===== config.mk =====
export PLATFORM = sky130hd
export DESIGN_NAME = beamListSeq
export DESIGN_NICKNAME = d
export VERILOG_FILES = /design/src/rtl/beamListPkg.sv /design/src/rtl/beamListCtrl.sv /design/src/rtl/beamListPath.sv /design/src/rtl/beamListSeq.sv
export SDC_FILE = /design/constraint.sdc
export NUM_CORES = 1
export LEC_CHECK = 0
export CAP_MARGIN = 20
export CORE_MARGIN = 3
export CORE_UTILIZATION = 31
export DETAILED_ROUTE_END_ITERATION = 8
export SLEW_MARGIN = 20
export SYNTH_ARGS = -nofsm -noshare
export SYNTH_HDL_FRONTEND = slang
export SYNTH_SLANG_ARGS = --single-unit

===== constraint.sdc =====
create_clock -name clk -period 4.7 [get_ports clk]
set_input_delay 0.705 -clock clk [delete_from_list [all_inputs] [get_ports clk]]
set_output_delay 0.705 -clock clk [all_outputs]
set_load 0.02 [all_outputs]

===== src/rtl/beamListPkg.sv =====
`timescale 1ns/1ps
package beamListPkg;
  localparam int WORD_W  = 16;
  localparam int RADDR_W = 9;
  localparam int V_W     = 8;
  localparam int H_W     = 7;

  localparam logic [RADDR_W-1:0] LOC1_HI = 9'h080;
  localparam logic [RADDR_W-1:0] LOC1_LO = 9'h082;
  localparam logic [RADDR_W-1:0] LOC2_HI = 9'h084;
  localparam logic [RADDR_W-1:0] LOC2_LO = 9'h086;
  localparam logic [RADDR_W-1:0] JUMP1   = 9'h088;
  localparam logic [RADDR_W-1:0] JUMP2   = 9'h08A;

  typedef enum logic [2:0] {
    S_FETCH1, S_FETCH2, S_EXEC, S_WAITS, S_HALT
  } seqState_e;

  // strobes from the sequencer into the datapath
  typedef struct packed {
    logic ldW1;
    logic ldW2;
    logic pcInc;
    logic pcSkip;
    logic pcReload;
    logic issueWrite;
    logic flagErr;
  } seqStrobe_t;

  // masked beam >= masked target, vertical first, horizontal on a tie
  function automatic logic beamHit(input logic [V_W-1:0] bv, input logic [H_W-1:0] bh,
                                   input logic [WORD_W-1:0] w1, input logic [WORD_W-1:0] w2);
    logic [V_W-1:0] vMask;
    logic [H_W-1:0] hMask;
    logic [V_W-1:0] vb, vt;
    logic [H_W-1:0] hb, ht;
    vMask = {1'b1, w2[14:8]};
    hMask = w2[7:1];
    vb = bv & vMask;
    vt = w1[15:8] & vMask;
    hb = bh & hMask;
    ht = w1[7:1] & hMask;
    return (vb > vt) || ((vb == vt) && (hb >= ht));
  endfunction
endpackage


===== src/rtl/beamListCtrl.sv =====
`timescale 1ns/1ps
module beamListCtrl
  import beamListPkg::*;
(
  input  logic       clk,
  input  logic       rstN,
  input  logic       vblank,
  input  logic       memAck,
  input  logic       isMove,
  input  logic       isSkip,
  input  logic       isEnd,
  input  logic       cmpHit,
  input  logic       blitOk,
  input  logic       moveOk,
  output logic       memReq,
  output seqStrobe_t strobe
);
  seqState_e stQ, stNext;

  always_comb begin
    strobe = '0;
    stNext = stQ;
    memReq = (stQ == S_FETCH1) || (stQ == S_FETCH2);
    if (vblank) begin
      strobe.pcReload = 1'b1;
      stNext = S_FETCH1;
    end else begin
      case (stQ)
        S_FETCH1: if (memAck) begin
          strobe.ldW1  = 1'b1;
          strobe.pcInc = 1'b1;
          stNext = S_FETCH2;
        end
        S_FETCH2: if (memAck) begin
          strobe.ldW2  = 1'b1;
          strobe.pcInc = 1'b1;
          stNext = S_EXEC;
        end
        S_EXEC: begin
          if (isMove) begin
            strobe.issueWrite = moveOk;
            strobe.flagErr    = !moveOk;
            stNext = S_FETCH1;
          end else if (isEnd) begin
            stNext = S_HALT;
          end else if (isSkip) begin
            strobe.pcSkip = cmpHit;
            stNext = S_FETCH1;
          end else begin
            stNext = S_WAITS;
          end
        end
        S_WAITS: if (cmpHit && blitOk) stNext = S_FETCH1;
        S_HALT:  stNext = S_HALT;
        default: stNext = S_FETCH1;
      endcase
    end
  end

  always_ff @(posedge clk) begin
    if (!rstN) stQ <= S_FETCH1;
    else       stQ <= stNext;
  end

  // an unmet beam compare keeps the wait pending
  a_r3_wait_hold: assert property (@(posedge clk) disable iff (!rstN)
    (stQ == S_WAITS && !cmpHit && !vblank) |=> (stQ == S_WAITS));

  // a busy blitter keeps a guarded wait pending
  a_r4_blit_hold: assert property (@(posedge clk) disable iff (!rstN)
    (stQ == S_WAITS && !blitOk && !vblank) |=> (stQ == S_WAITS));
endmodule


===== src/rtl/beamListPath.sv =====
`timescale 1ns/1ps
module beamListPath
  import beamListPkg::*;
#(
  parameter int HI_W = 3,
  parameter int LO_W = 15,
  parameter logic [HI_W+LO_W-1:0] LOC1_RST = '0,
  parameter logic [HI_W+LO_W-1:0] LOC2_RST = '0,
  parameter logic [RADDR_W-1:0] DANGER_LIM = 9'h040
)(
  input  logic                   clk,
  input  logic                   rstN,
  input  seqStrobe_t             strobe,
  input  logic [WORD_W-1:0]      memData,
  input  logic [V_W-1:0]         beamV,
  input  logic [H_W-1:0]         beamH,
  input  logic                   blitBusy,
  input  logic                   dangerEn,
  input  logic                   vblank,
  output logic [HI_W+LO_W-1:0]   memAddr,
  output logic                   regWe,
  output logic [RADDR_W-1:0]     regAddr,
  output logic [WORD_W-1:0]      regData,
  output logic                   errFlag,
  output logic                   isMove,
  output logic                   isSkip,
  output logic                   isEnd,
  output logic                   cmpHit,
  output logic                   blitOk,
  output logic                   moveOk
);
  localparam int ADDR_W = HI_W + LO_W;

  logic [WORD_W-1:0]  w1Q, w2Q;
  logic [ADDR_W-1:0]  pcQ, loc1Q, loc2Q;
  logic [RADDR_W-1:0] dstAddr;

  assign dstAddr = w1Q[RADDR_W-1:0];
  assign isMove  = !w1Q[0];
  assign isEnd   = (w1Q == 16'hFFFF) && (w2Q == 16'hFFFE);
  assign isSkip  = w1Q[0] && w2Q[0];
  assign cmpHit  = beamHit(beamV, beamH, w1Q, w2Q);
  assign blitOk  = w2Q[15] || !blitBusy;
  assign moveOk  = dangerEn || (dstAddr >= DANGER_LIM);
  assign memAddr = pcQ;

  always_ff @(posedge clk) begin
    if (!rstN) begin
      w1Q     <= '0;
      w2Q     <= '0;
      pcQ     <= LOC1_RST;
      loc1Q   <= LOC1_RST;
      loc2Q   <= LOC2_RST;
      regWe   <= 1'b0;
      regAddr <= '0;
      regData <= '0;
      errFlag <= 1'b0;
    end else begin
      if (strobe.ldW1) w1Q <= memData;
      if (strobe.ldW2) w2Q <= memData;
      if (strobe.flagErr) errFlag <= 1'b1;
      regWe <= strobe.issueWrite;
      if (strobe.issueWrite) begin
        regAddr <= dstAddr;
        regData <= w2Q;
        case (dstAddr)
          LOC1_HI: loc1Q[ADDR_W-1:LO_W] <= w2Q[HI_W-1:0];
          LOC1_LO: loc1Q[LO_W-1:0]      <= w2Q[LO_W-1:0];
          LOC2_HI: loc2Q[ADDR_W-1:LO_W] <= w2Q[HI_W-1:0];
          LOC2_LO: loc2Q[LO_W-1:0]      <= w2Q[LO_W-1:0];
          default: ;
        endcase
      end
      if (strobe.pcReload)
        pcQ <= loc1Q;
      else if (strobe.issueWrite && dstAddr == JUMP1)
        pcQ <= loc1Q;
      else if (strobe.issueWrite && dstAddr == JUMP2)
        pcQ <= loc2Q;
      else if (strobe.pcSkip)
        pcQ <= pcQ + ADDR_W'(2);
      else if (strobe.pcInc)
        pcQ <= pcQ + ADDR_W'(1);
    end
  end

  // writes never come back to back
  a_r2_spacing: assert property (@(posedge clk) disable iff (!rstN)
    regWe |=> !regWe);

  // a blank pulse points fetching at location 1
  a_r8_reload: assert property (@(posedge clk) disable iff (!rstN)
    vblank |=> (pcQ == $past(loc1Q)));

  // guarded addresses reach the bus only with the override
  a_r9_guard: assert property (@(posedge clk) disable iff (!rstN)
    regWe |-> ((regAddr >= DANGER_LIM) || $past(dangerEn)));

  // no write is issued in the cycle after a blank pulse
  a_r10_vblank_wins: assert property (@(posedge clk) disable iff (!rstN)
    vblank |=> !regWe);
endmodule


===== src/rtl/beamListSeq.sv =====
`timescale 1ns/1ps
module beamListSeq
  import beamListPkg::*;
#(
  parameter int HI_W = 3,
  parameter int LO_W = 15,
  parameter logic [HI_W+LO_W-1:0] LOC1_RST = '0,
  parameter logic [HI_W+LO_W-1:0] LOC2_RST = '0,
  parameter logic [8:0] DANGER_LIM = 9'h040
)(
  input  logic                 clk,
  input  logic                 rstN,
  output logic                 memReq,
  output logic [HI_W+LO_W-1:0] memAddr,
  input  logic                 memAck,
  input  logic [15:0]          memData,
  output logic                 regWe,
  output logic [8:0]           regAddr,
  output logic [15:0]          regData,
  input  logic [7:0]           beamV,
  input  logic [6:0]           beamH,
  input  logic                 vblank,
  input  logic                 blitBusy,
  input  logic                 dangerEn,
  output logic                 errFlag
);
  seqStrobe_t strobe;
  logic isMove, isSkip, isEnd, cmpHit, blitOk, moveOk;

  beamListCtrl i_ctrl (
    .clk(clk), .rstN(rstN), .vblank(vblank), .memAck(memAck),
    .isMove(isMove), .isSkip(isSkip), .isEnd(isEnd), .cmpHit(cmpHit),
    .blitOk(blitOk), .moveOk(moveOk), .memReq(memReq), .strobe(strobe)
  );

  beamListPath #(
    .HI_W(HI_W), .LO_W(LO_W), .LOC1_RST(LOC1_RST), .LOC2_RST(LOC2_RST),
    .DANGER_LIM(DANGER_LIM)
  ) i_path (
    .clk(clk), .rstN(rstN), .strobe(strobe), .memData(memData),
    .beamV(beamV), .beamH(beamH), .blitBusy(blitBusy), .dangerEn(dangerEn),
    .vblank(vblank), .memAddr(memAddr), .regWe(regWe), .regAddr(regAddr),
    .regData(regData), .errFlag(errFlag), .isMove(isMove), .isSkip(isSkip),
    .isEnd(isEnd), .cmpHit(cmpHit), .blitOk(blitOk), .moveOk(moveOk)
  );
endmodule


==> results of run 1 <==
-- area by class of cell --
type | instances | area share (%)
Timing Repair Buffer | 95 | 12.9
Clock inverter | 5 | 0.352
Tap cell | 225 | 3.96
Multi-Input combinational cell | 495 | 42.4
Inverter | 11 | 0.598
Clock buffer | 25 | 7.11
Sequential cell | 116 | 32.7
-- synth_stat cells (4+ instances only) --
cell       instances
a31oi_1            6
a22o_1             4
nor2_1            54
nor3_1             9
mux2i_1           37
a21o_1             4
a2bb2oi_1          4
buf_2             10
dfxtp_1          116
a32oi_1            5
nand4_1           10
a22oi_1            5
nand3_1            9
nor4_1             5
clkbuf_1          25
a21oi_1           69
ha_1              17
nand2b_1           7
and3_1            10
nand2_1          142
inv_1             11
o21ai_0            6
xor2_1             6
and2_1            18
-- power groups by stage --
stage	logic, mW	clock network (mW)	registers (mW)
6_report	0.139	1.16	1.02
5_1_grt	0.153	1.23	1.02
4_1_cts	0.139	1.20	1.02
3_5_place_dp	0.139	0	1.04
3_3_place_gp	0.139	0	1.04
2_1_floorplan	0.0774	0	1.03
-- worst min-delay path by stage --
stage                        endpoint  slack (ns)  cells past startpoint
detailed placement     i_path.w1Q[11]        0.45                      2
finish              i_path.regData[3]        0.45                      2
CTS                    i_path.w1Q[11]        0.46                      2
global route        i_path.regAddr[4]        0.47                      2
global placement    i_path.regData[4]        0.44                      2
floorplan           i_path.memAddr[0]        0.43                      2
-- per-stage QoR --
stage	power, mW	std cells	utilization [%]
4_1_cts	2.35	972	40.7
3_5_place_dp	1.18	942	37.6
5_1_grt	2.41	972	40.7
3_3_place_gp	1.18	942	37.6
6_report	2.32	972	40.7
2_1_floorplan	1.11	663	-
-- logic make-up after synthesis --
logic type | share of synthesized area, %
mux | 6.85
fa+ha+maj | 3.82
compound gates | 17.0
simple gates | 25.3
buf+inv | 4.26
flops | 41.7
xor+xnor | 1.10
-- worst max-delay path: cells and delay by family --
family                     cells  cell delay (ns)
adders and majority gates      1             0.29
buffers and inverters          2             0.64
AOI/OAI and AO/OA              5             1.81
and+or+nand+nor                2             0.29
-- layer usage --
layer	up-vias	GRT usage (%)	routed length, µm
met3	21	4.64	1060
li1	2485	-	-
met2	190	25.3	7100
met1	2272	23.9	8030
met5	-	0	0
met4	0	5.41	251
-- flip-flops by register name (all words and copies together) (netlist names) --
name,count
i_path.memAddr,18
i_path.regAddr,9
i_path.regWe,1
i_path.errFlag,1
i_path.loc1Q,18
i_path.w2Q,16
i_path.w1Q,16
i_ctrl.stQ,3
i_path.regData,16
i_path.loc2Q,18
-- layout by cell type (no fill, tap or decap), types with 7 or more instances in the layout --
cell / netlist / layout
nor3_1: 9 / 9
inv_1: 11 / 10
dfxtp_1: 116 / 116
nand2_1: 142 / 142
and3_1: 10 / 10
mux2i_1: 37 / 37
clkdlybuf4s50_1: 0 / 82
ha_1: 17 / 17
a21oi_1: 69 / 69
nand3_1: 9 / 9
nand2b_1: 7 / 7
nand4_1: 10 / 10
clkbuf_16: 0 / 17
nor2_1: 54 / 54
and2_1: 18 / 18
buf_4: 2 / 13
==> summary.txt, run 1 <==
GRT
  – Tot GR Track Use: 17.0%
  – Vias in the first global route: 4761
  – Largest net degree at the start of global routing: 54
  – Antenna violations before repair: 0
  – First-pass GRT wire length: 26.5 mm
  – GRT Residual Overflow: 0

Synth
  – Area contributors post-synth: dfxtp_1, nand2_1, mux2i_1
  – Yosys reg bits: 116
  – Sequential-to-total area share from yosys stat: 41.7%
  – Synth Flop Type: dfxtp_1
  – EDFF count, synth: 0
  – Synthesized area: 0.00557 mm²
  – Synthesized Nets: 717
  – Synth Warn #: 0
  – Largest area contributor in the netlist: dfxtp_1
  – Avg Cell Area, Syn: 8.41 µm²
  – Mapped Cells: 663
  – Fraction of registers with async set or reset after synthesis: 0%
  – Share of the synthesized area in the top cell type: 41.7%
  – Netlist cell types: 71

CTS
  – Clk sink count: 116
  – CTS resizes: 0
  – CTS tree: done
  – Num CTS Buffers: 17
  – H-tree levels: 4
  – Clock root cell: clkbuf_16
  – Clock transition at the registers of the reported paths: 0.05 ns
  – Hold_buf cts: 0
  – Buffers inserted by post-CTS timing repair: 0
  – Worst-Skew Late Latency: 0.42 ns
  – Max Root-Sink Buffers: 2

Floorplan
  – Die H: 140 µm
  – Die footprint: 0.0196 mm²
  – Die width: 140 µm
  – Initial Utilization: 31.9%
  – CORE AREA: 0.0175 mm²
  – # IOs: 83
  – Num rows: 48

Route
  – WL final: 16.4 mm
  – Routed len/inst: 16.9 µm
  – Via total after detailed routing: 4968
  – Detail Route Antenna Nets: 0
  – DR pass1 iterations: 6
  – DR iter-0 viols: 407
  – Routed vias/inst: 5.11
  – DR DRC count: 0

Setup path
  – Crit path from: beamV[5]
  – R2R setup slack: 1.49 ns
  – Reg2Reg Launch Point: i_path.w1Q[1]
  – Startpoint type of the worst setup path: primary input
  – Crit path capture type: register
  – Crit path cell chain: clkdlybuf4s50_1, and2_1, ha_1, nand4_1, o31ai_1, a32oi_1, buf_4, a2111o_2, o22ai_1, a211o_1
  – Setup CP Type: in -> reg
  – Crit Path Max Fanout: 12
  – CP max stage cell: o31ai_1
  – Critical Path End: i_path.memAddr[9]
  – R2R depth: 11
  – Worst Path Required: 5.06 ns
  – Crit-path max cell delay: 0.76 ns
  – Worst EP arrival: 3.74 ns
  – RR Endpoint: i_path.memAddr[16]

Place
  – Dpl hpwl: 11.8 mm
  – Placer Congestion: 0.859
  – IO Port Bufs: 82
  – Placed cell area: 0.00658 mm²
  – Place WS: 0.906 ns

Layout
  – Final instance area: 0.00711 mm²
  – Area grow syn2layout: 27.5%
  – Area of the multi-input gates: 0.00301 mm²
  – Fin nets: 790
  – Share of cells above drive strength 1: 8.03%
  – Filler Cells Inserted: 1740
  – Antenna diodes: 0
  – Register area: 0.00232 mm²

Timing
  – Final hold slack: 0.454 ns
  – Minimum clock period: 3.38 ns
  – Slew Viols, Final: 0
  – Worst-margin pin slew: 0.855 ns
  – RSZ-0062 raised after global routing: no
  – Setup-failing EPs final: 0
  – Crit share post-route: 71.9%
  – Final hold viol count: 0
  – Skew final: 0.00853 ns
  – Setup_tns: 0 ns
  – Fmax: 296 MHz
  – Max-slew headroom: 42.5%
  – Fin worst setup slack: 1.32 ns

Job
  – Max Cap Viol: 0

Pwr
  – Internal cell power: 1.79 mW
  – Sw frac: 22.9%
  – Clock power frac: 50.2%
  – Flop pwr share: 43.9%
  – Maximum vdd drop: 0.267 mV
  – Leak Pwr: 2.78 nW
  – Combinational Power Share: 6.0%
  – P_sw: 0.532 mW
  – PwrDens: 327 mW/mm²

Min path
  – Hold Path Origin: i_path.regData[3]
  – Hold WC Path Type: reg -> reg

Status
  – Status: completed
(Power assumes the default switching activity.)
==> inputs of run 2 (changes only) <==
==> constraint.sdc (replaced) <==
create_clock -name clk -period 3.2 [get_ports clk]
set_input_delay 0.48 -clock clk [delete_from_list [all_inputs] [get_ports clk]]
set_output_delay 0.48 -clock clk [all_outputs]
set_load 0.02 [all_outputs]
==> run 2 against run 1 <==
Against the previous run: final area increased by 2.9%; combinational power increased by 63%; worst hold slack about the same; sequential share of layout area decreased by 0.93 points; sequential power increased by 46%; total power increased by 53%; largest cell class unchanged.
==> summary.txt, run 2 (synthesized netlist as in run 1, its figures left out) <==
Floorplan
  – Die footprint: 0.0196 mm² (unchanged)
  – Die H: 140 µm (unchanged)
  – Initial Utilization: 31.9% (unchanged)
  – # IOs: 83 (unchanged)
  – Num rows: 48 (unchanged)
  – Die width: 140 µm (unchanged)
  – CORE AREA: 0.0175 mm² (unchanged)

Setup path
  – Startpoint type of the worst setup path: register
  – Crit Path Max Fanout: 7 (-5)
  – Worst EP arrival: 3.14 ns (-0.60 ns)
  – Crit-path max cell delay: 0.48 ns (-0.28 ns)
  – CP max stage cell: dfxtp_1
  – Crit path cell chain: and2_1, ha_1, nand2b_1, a2111oi_0, o31ai_1, buf_4, a31o_2, and2_1, o311ai_0, a31oi_1
  – RR Endpoint: i_path.memAddr[6]
  – R2R depth: 10 (-1)
  – Most used cell along the critical path: and2_1
  – Critical path buffer and inverter count: 1 (-1)
  – Delay-heaviest family, CP: compound AO/OA/AOI/OAI gates
  – Setup CP Type: reg -> reg
  – Worst Path Required: 3.48 ns (-1.58 ns)
  – Crit path capture type: register
  – R2R setup slack: 0.34 ns (-1.15 ns)
  – Reg2Reg Launch Point: i_path.w2Q[8]

Pwr
  – PwrDens: 486 mW/mm² (+49%)
  – Combinational Power Share: 6.4% (+0.4 points)
  – Flop pwr share: 41.9% (-2.0 points)
  – Internal cell power: 2.76 mW (+54%)
  – Clock power frac: 51.8% (+1.6 points)
  – Sw frac: 22.4% (-0.52 points)
  – P_sw: 0.796 mW (+50%)
  – Maximum vdd drop: 0.385 mV (+44%)
  – Leak Pwr: 2.89 nW (+4.3%)

CTS
  – H-tree levels: 4 (unchanged)
  – Buffers inserted by post-CTS timing repair: 0 (unchanged)
  – CTS tree: done
  – Clk sink count: 116 (unchanged)
  – Hold_buf cts: 0 (unchanged)
  – Max Root-Sink Buffers: 2 (unchanged)
  – Clock transition at the registers of the reported paths: 0.05 ns (about the same)
  – Num CTS Buffers: 17 (unchanged)
  – Clock root cell: clkbuf_16
  – CTS resizes: 0 (unchanged)
  – Worst-Skew Late Latency: 0.42 ns (about the same)

Min path
  – Hold Path Origin: i_path.regAddr[4]
  – Hold Path Sink: i_path.regAddr[4]
  – Hold path cells: 2 (unchanged)
  – Hold WC Path Type: reg -> reg

Status
  – Status: completed

GRT
  – Largest net degree at the start of global routing: 112 (+110%)
  – GRT Residual Overflow: 0 (unchanged)
  – Tot GR Track Use: 17.2% (+0.19 points)
  – Antenna violations before repair: 0 (unchanged)
  – Vias in the first global route: 4962 (+4.2%)
  – First-pass GRT wire length: 26.7 mm (+0.86%)

Layout
  – Fin nets: 812 (+2.8%)
  – Area grow syn2layout: 31.3%
  – Commonest non-fill, non-tap cell in the layout: nand2_1
  – Share of cells above drive strength 1: 10.4% (+2.4 points)
  – Most frequent cells in the layout: nand2_1, dfxtp_1, clkdlybuf4s50_1
  – Antenna diodes: 0 (unchanged)

Route
  – WL final: 16.6 mm (+1.1%)
  – DR pass1 iterations: 5 (-1)
  – DR DRC count: 0 (unchanged)
  – Routed vias/inst: 5.17 (+1.2%)
  – Routed len/inst: 16.7 µm (-1.1%)
  – Via total after detailed routing: 5143 (+3.5%)
  – Detail Route Antenna Nets: 0 (unchanged)
  – DR iter-0 viols: 312 (-23%)

Timing
  – Worst-margin pin slew: 0.855 ns (+0.000263 ns)
  – Slew Viols, Final: 0 (unchanged)
  – Crit share post-route: 89.3%
  – Fmax: 350 MHz
  – Fin worst setup slack: 0.341 ns (-0.978 ns)
  – Final hold slack: 0.454 ns (+0.00000600 ns)
  – Setup-failing EPs final: 0 (unchanged)
  – Minimum clock period: 2.86 ns
  – Final hold viol count: 0 (unchanged)
  – Skew final: 0.00845 ns (-0.0000807 ns)
  – Max-slew headroom: 43.0% (+0.47 points)
  – RSZ-0062 raised after global routing: no

Place
  – Place WS: -0.0507 ns (-0.956 ns)
  – IO Port Bufs: 82 (unchanged)
  – Dpl hpwl: 11.8 mm (+0.26%)
  – Placer Congestion: 0.828 (-3.6%)

Job
  – Max Cap Viol: 0 (unchanged)
==> run 2: cell count changes in the layout (fill, tap and decap cells not counted), sizes merged <==
cell,change
clkinv,-2
buf,+22
bufinv,+2
==> run 2: worst reg2reg max path: cells and delay by family, from the launching register on <==
kind                     cells  cell delay, ns
adder cells (fa/ha/maj)      1            0.24
AND/OR/NAND/NOR              3            0.52
AO/OA/AOI/OAI                5            1.31
flip-flops                   1            0.48
buffers and inverters        1            0.19
==> run 2: worst max-delay path by stage <==
stage,start,endpoint,slack (ns),cells past startpoint
3_3_place_gp,beamV[0],i_path.memAddr[6],0.004,11
3_5_place_dp,beamV[0],i_path.memAddr[6],-0.05,11
2_1_floorplan,beamV[0],i_path.memAddr[16],0.56,10
4_1_cts,i_path.w2Q[8],i_path.memAddr[6],0.32,10
5_1_grt,i_path.w2Q[8],i_path.memAddr[6],0.07,10
6_report,i_path.w2Q[8],i_path.memAddr[6],0.34,10
==> run 2: power groups by stage <==
stage | Sequential, mW | Combinational (mW) | Clock, mW
floorplan | 1.51 | 0.114 | 0
global placement | 1.52 | 0.225 | 0
detailed placement | 1.52 | 0.225 | 0
CTS | 1.49 | 0.227 | 1.88
global route | 1.49 | 0.247 | 1.95
finish | 1.49 | 0.226 | 1.84
==> run 2: final cells by class <==
class | instances | area (µm²)
inverters | 11 | 42.5
clock inverters | 5 | 75.1
fillers | 1745 | 10200
flip-flops and latches | 116 | 2320
repair buffers | 117 | 1100
clock buffers | 25 | 485
multi-input cells | 495 | 3010
well taps | 225 | 282
==> run 2: per-stage QoR <==
stage / TNS [ns] / instance area (µm²) / utilization (%) / cells / power, mW
after floorplan: 0 / 5570 / - / 663 / 1.63
after global placement: 0 / 6760 / 38.7 / 964 / 1.74
after detailed placement: -0.0570 / 6760 / 38.7 / 964 / 1.74
after CTS: 0 / 7320 / 41.9 / 994 / 3.59
after global routing: 0 / 7320 / 41.9 / 994 / 3.68
final: 0 / 7320 / 41.9 / 994 / 3.56
==> run 2: layer usage <==
layer / wire [µm] / GRT usage [%] / vias up
li1: - / - / 2537
met2: 7120 / 25.3 / 153
met5: 0 / 0 / -
met3: 969 / 5.46 / 26
met4: 299 / 5.05 / 0
met1: 8220 / 24.1 / 2427
==> inputs of run 3 (changes only) <==
--- a/config.mk
+++ b/config.mk
@@ -6,9 +6,10 @@
 export NUM_CORES = 1
 export LEC_CHECK = 0
 export CAP_MARGIN = 20
-export CORE_MARGIN = 3
-export CORE_UTILIZATION = 31
+export CORE_MARGIN = 5
+export CORE_UTILIZATION = 54
 export DETAILED_ROUTE_END_ITERATION = 8
+export PLACE_DENSITY = 0.8
 export SLEW_MARGIN = 20
 export SYNTH_ARGS = -nofsm -noshare
 export SYNTH_HDL_FRONTEND = slang
==> run 3 against run 2 <==
Against the previous run: worst hold slack better by 0.0025 ns; sequential power about the same; largest cell class unchanged; first-iteration DRC count up 36%; sequential share of layout area up 0.10 points; cell count down 8.6%; critical path depth unchanged; total power up 6.5%; die area down 37%; flip-flop and latch count unchanged.
==> summary.txt, run 3 (synthesized netlist as in run 1, its figures left out) <==
Min path
  – Hold WC Path Type: reg -> reg
  – Hold path cells: 2 (unchanged)

Floorplan
  – Num rows: 37 (-23%)
  – Die footprint: 0.0125 mm² (-37%)
  – Initial Utilization: 54.7% (+23 points)
  – Die width: 112 µm (-20%)
  – Die H: 112 µm (-20%)
  – # IOs: 83 (unchanged)
  – CORE AREA: 0.0102 mm² (-42%)

Route
  – Routed len/inst: 18.1 µm (+8.6%)
  – WL final: 16.5 mm (-0.73%)
  – Routed vias/inst: 6.00 (+16%)
  – DR iter-0 viols: 423 (+36%)
  – DR DRC count: 0 (unchanged)
  – Detail Route Antenna Nets: 0 (unchanged)
  – DR pass1 iterations: 5 (unchanged)
  – Via total after detailed routing: 5457 (+6.1%)

Place
  – Placer Congestion: 0.896 (+8.2%)
  – Dpl hpwl: 11.7 mm (-1.6%)
  – IO Port Bufs: 82 (unchanged)

GRT
  – Met3 Use GR: 4.95% (-0.52 points)
  – GR Layer Usage met1: 32.6% (+8.5 points)
  – First-pass GRT wire length: 27.2 mm (+2.1%)
  – Met2 Use GR: 46.0% (+21 points)
  – Vias in the first global route: 5563 (+12%)
  – GRT Residual Overflow: 0 (unchanged)
  – Largest net degree at the start of global routing: 80 (-29%)
  – Tot GR Track Use: 26.7% (+9.5 points)
  – Antenna violations before repair: 0 (unchanged)
  – Grt peak-use layer: met2

CTS
  – Clock transition at the registers of the reported paths: 0.06 ns (about the same)
  – Buffers inserted by post-CTS timing repair: 0 (unchanged)
  – Worst-Skew Late Latency: 0.51 ns (+0.09 ns)
  – Clk sink count: 116 (unchanged)
  – CTS resizes: 0 (unchanged)
  – Hold_buf cts: 0 (unchanged)
  – Clock root cell: clkbuf_8
  – Max Root-Sink Buffers: 2 (unchanged)
  – Num CTS Buffers: 17 (unchanged)
  – H-tree levels: 4 (unchanged)
  – CTS tree: done

Timing
  – Skew final: 0.00741 ns (-0.00104 ns)
  – Final hold viol count: 0 (unchanged)
  – Fmax: 338 MHz (-3.3%)
  – RSZ-0062 raised after global routing: no
  – Crit share post-route: 92.4% (+3.1 points)
  – Setup-failing EPs final: 0 (unchanged)
  – Slew Viols, Final: 0 (unchanged)
  – Max-slew headroom: 47.2% (+4.2 points)
  – Final hold slack: 0.456 ns (+0.00253 ns)
  – Worst-margin pin slew: 0.792 ns (-0.0630 ns)
  – Minimum clock period: 2.96 ns (+0.0978 ns)

Pwr
  – PwrDens: 519 mW/mm² (+6.9%)
  – Leak Pwr: 2.93 nW (+1.4%)
  – Maximum vdd drop: 0.318 mV (-18%)

Status
  – Status: completed

Setup path
  – Crit Path Max Fanout: 6 (-1)
  – Startpoint type of the worst setup path: register
  – Crit path capture type: register
  – Setup CP Type: reg -> reg
  – Worst Path Required: 3.61 ns (+0.13 ns)
  – Worst EP arrival: 3.37 ns (+0.23 ns)
  – R2R depth: 10 (unchanged)

Layout
  – Commonest non-fill, non-tap cell in the layout: nand2_1
  – Antenna diodes: 0 (unchanged)
  – Fin util: 71.6% (+30 points)
  – Most frequent cells in the layout: nand2_1, dfxtp_1, clkdlybuf4s50_1
  – Fin nets: 814 (+0.25%)
  – Share of cells above drive strength 1: 11.4% (+0.98 points)
  – Area grow syn2layout: 30.8%

Job
  – Max Cap Viol: 0 (unchanged)
==> run 3: worst paths after layout <==
path,start,endpoint,slack [ns]
setup / recovery,i_path.w1Q[8],i_path.memAddr[2],0.24
hold / removal,i_path.regAddr[4],i_path.regAddr[4],0.46
setup reg to reg,i_path.w1Q[8],i_path.memAddr[2],0.24
hold reg to reg,i_path.regAddr[4],i_path.regAddr[4],0.46
==> run 3: stage by stage <==
step | TNS, ns | setup slack (ns) | std cells | power [mW] | instance area (µm²)
6_report | 0 | 0.243 | 909 | 3.79 | 7290
5_1_grt | 0 | 0.0589 | 909 | 3.89 | 7290
4_1_cts | 0 | 0.296 | 909 | 3.79 | 7290
3_5_place_dp | -1.22 | -0.155 | 877 | 1.74 | 6650
3_3_place_gp | -0.0255 | -0.0255 | 877 | 1.73 | 6650
2_1_floorplan | 0 | 0.563 | 663 | 1.63 | 5570
==> run 3: layer usage <==
| metal | up-vias | part of all wire [%] | wire (µm) |
|---|---|---|---|
| met5 | - | 0 | 0 |
| met4 | 0 | 2.7 | 448 |
| met3 | 47 | 6.5 | 1060 |
| met2 | 266 | 49 | 8130 |
| met1 | 2610 | 42 | 6840 |
| li1 | 2534 | - | - |
==> run 3: final cells by class <==
class	instances	area, µm²
sequential	116	2320
clock inverter	12	201
inverter	11	41.3
fill	804	2890
multi-input combinational	495	3010
tap	136	170
timing repair buffer	119	1100
clock buffer	20	445
==> run 3: report_power, final <==
part	switching, mW	internal (mW)	leakage, nW	total, mW
logic	0.124	0.102	1.69	0.225
registers	0.0274	1.46	0.937	1.49
clock network	0.686	1.39	0.311	2.07
==> run 3: worst max-delay path, cell delays in order, from the launching register on <==
cell,delay [ns]
dfxtp_1,0.46
and2_1,0.18
ha_1,0.23
nand2b_1,0.15
a2111oi_0,0.48
o31ai_1,0.18
a32oi_1,0.47
and2_1,0.22
buf_4,0.16
a221oi_1,0.06
a211oi_1,0.26
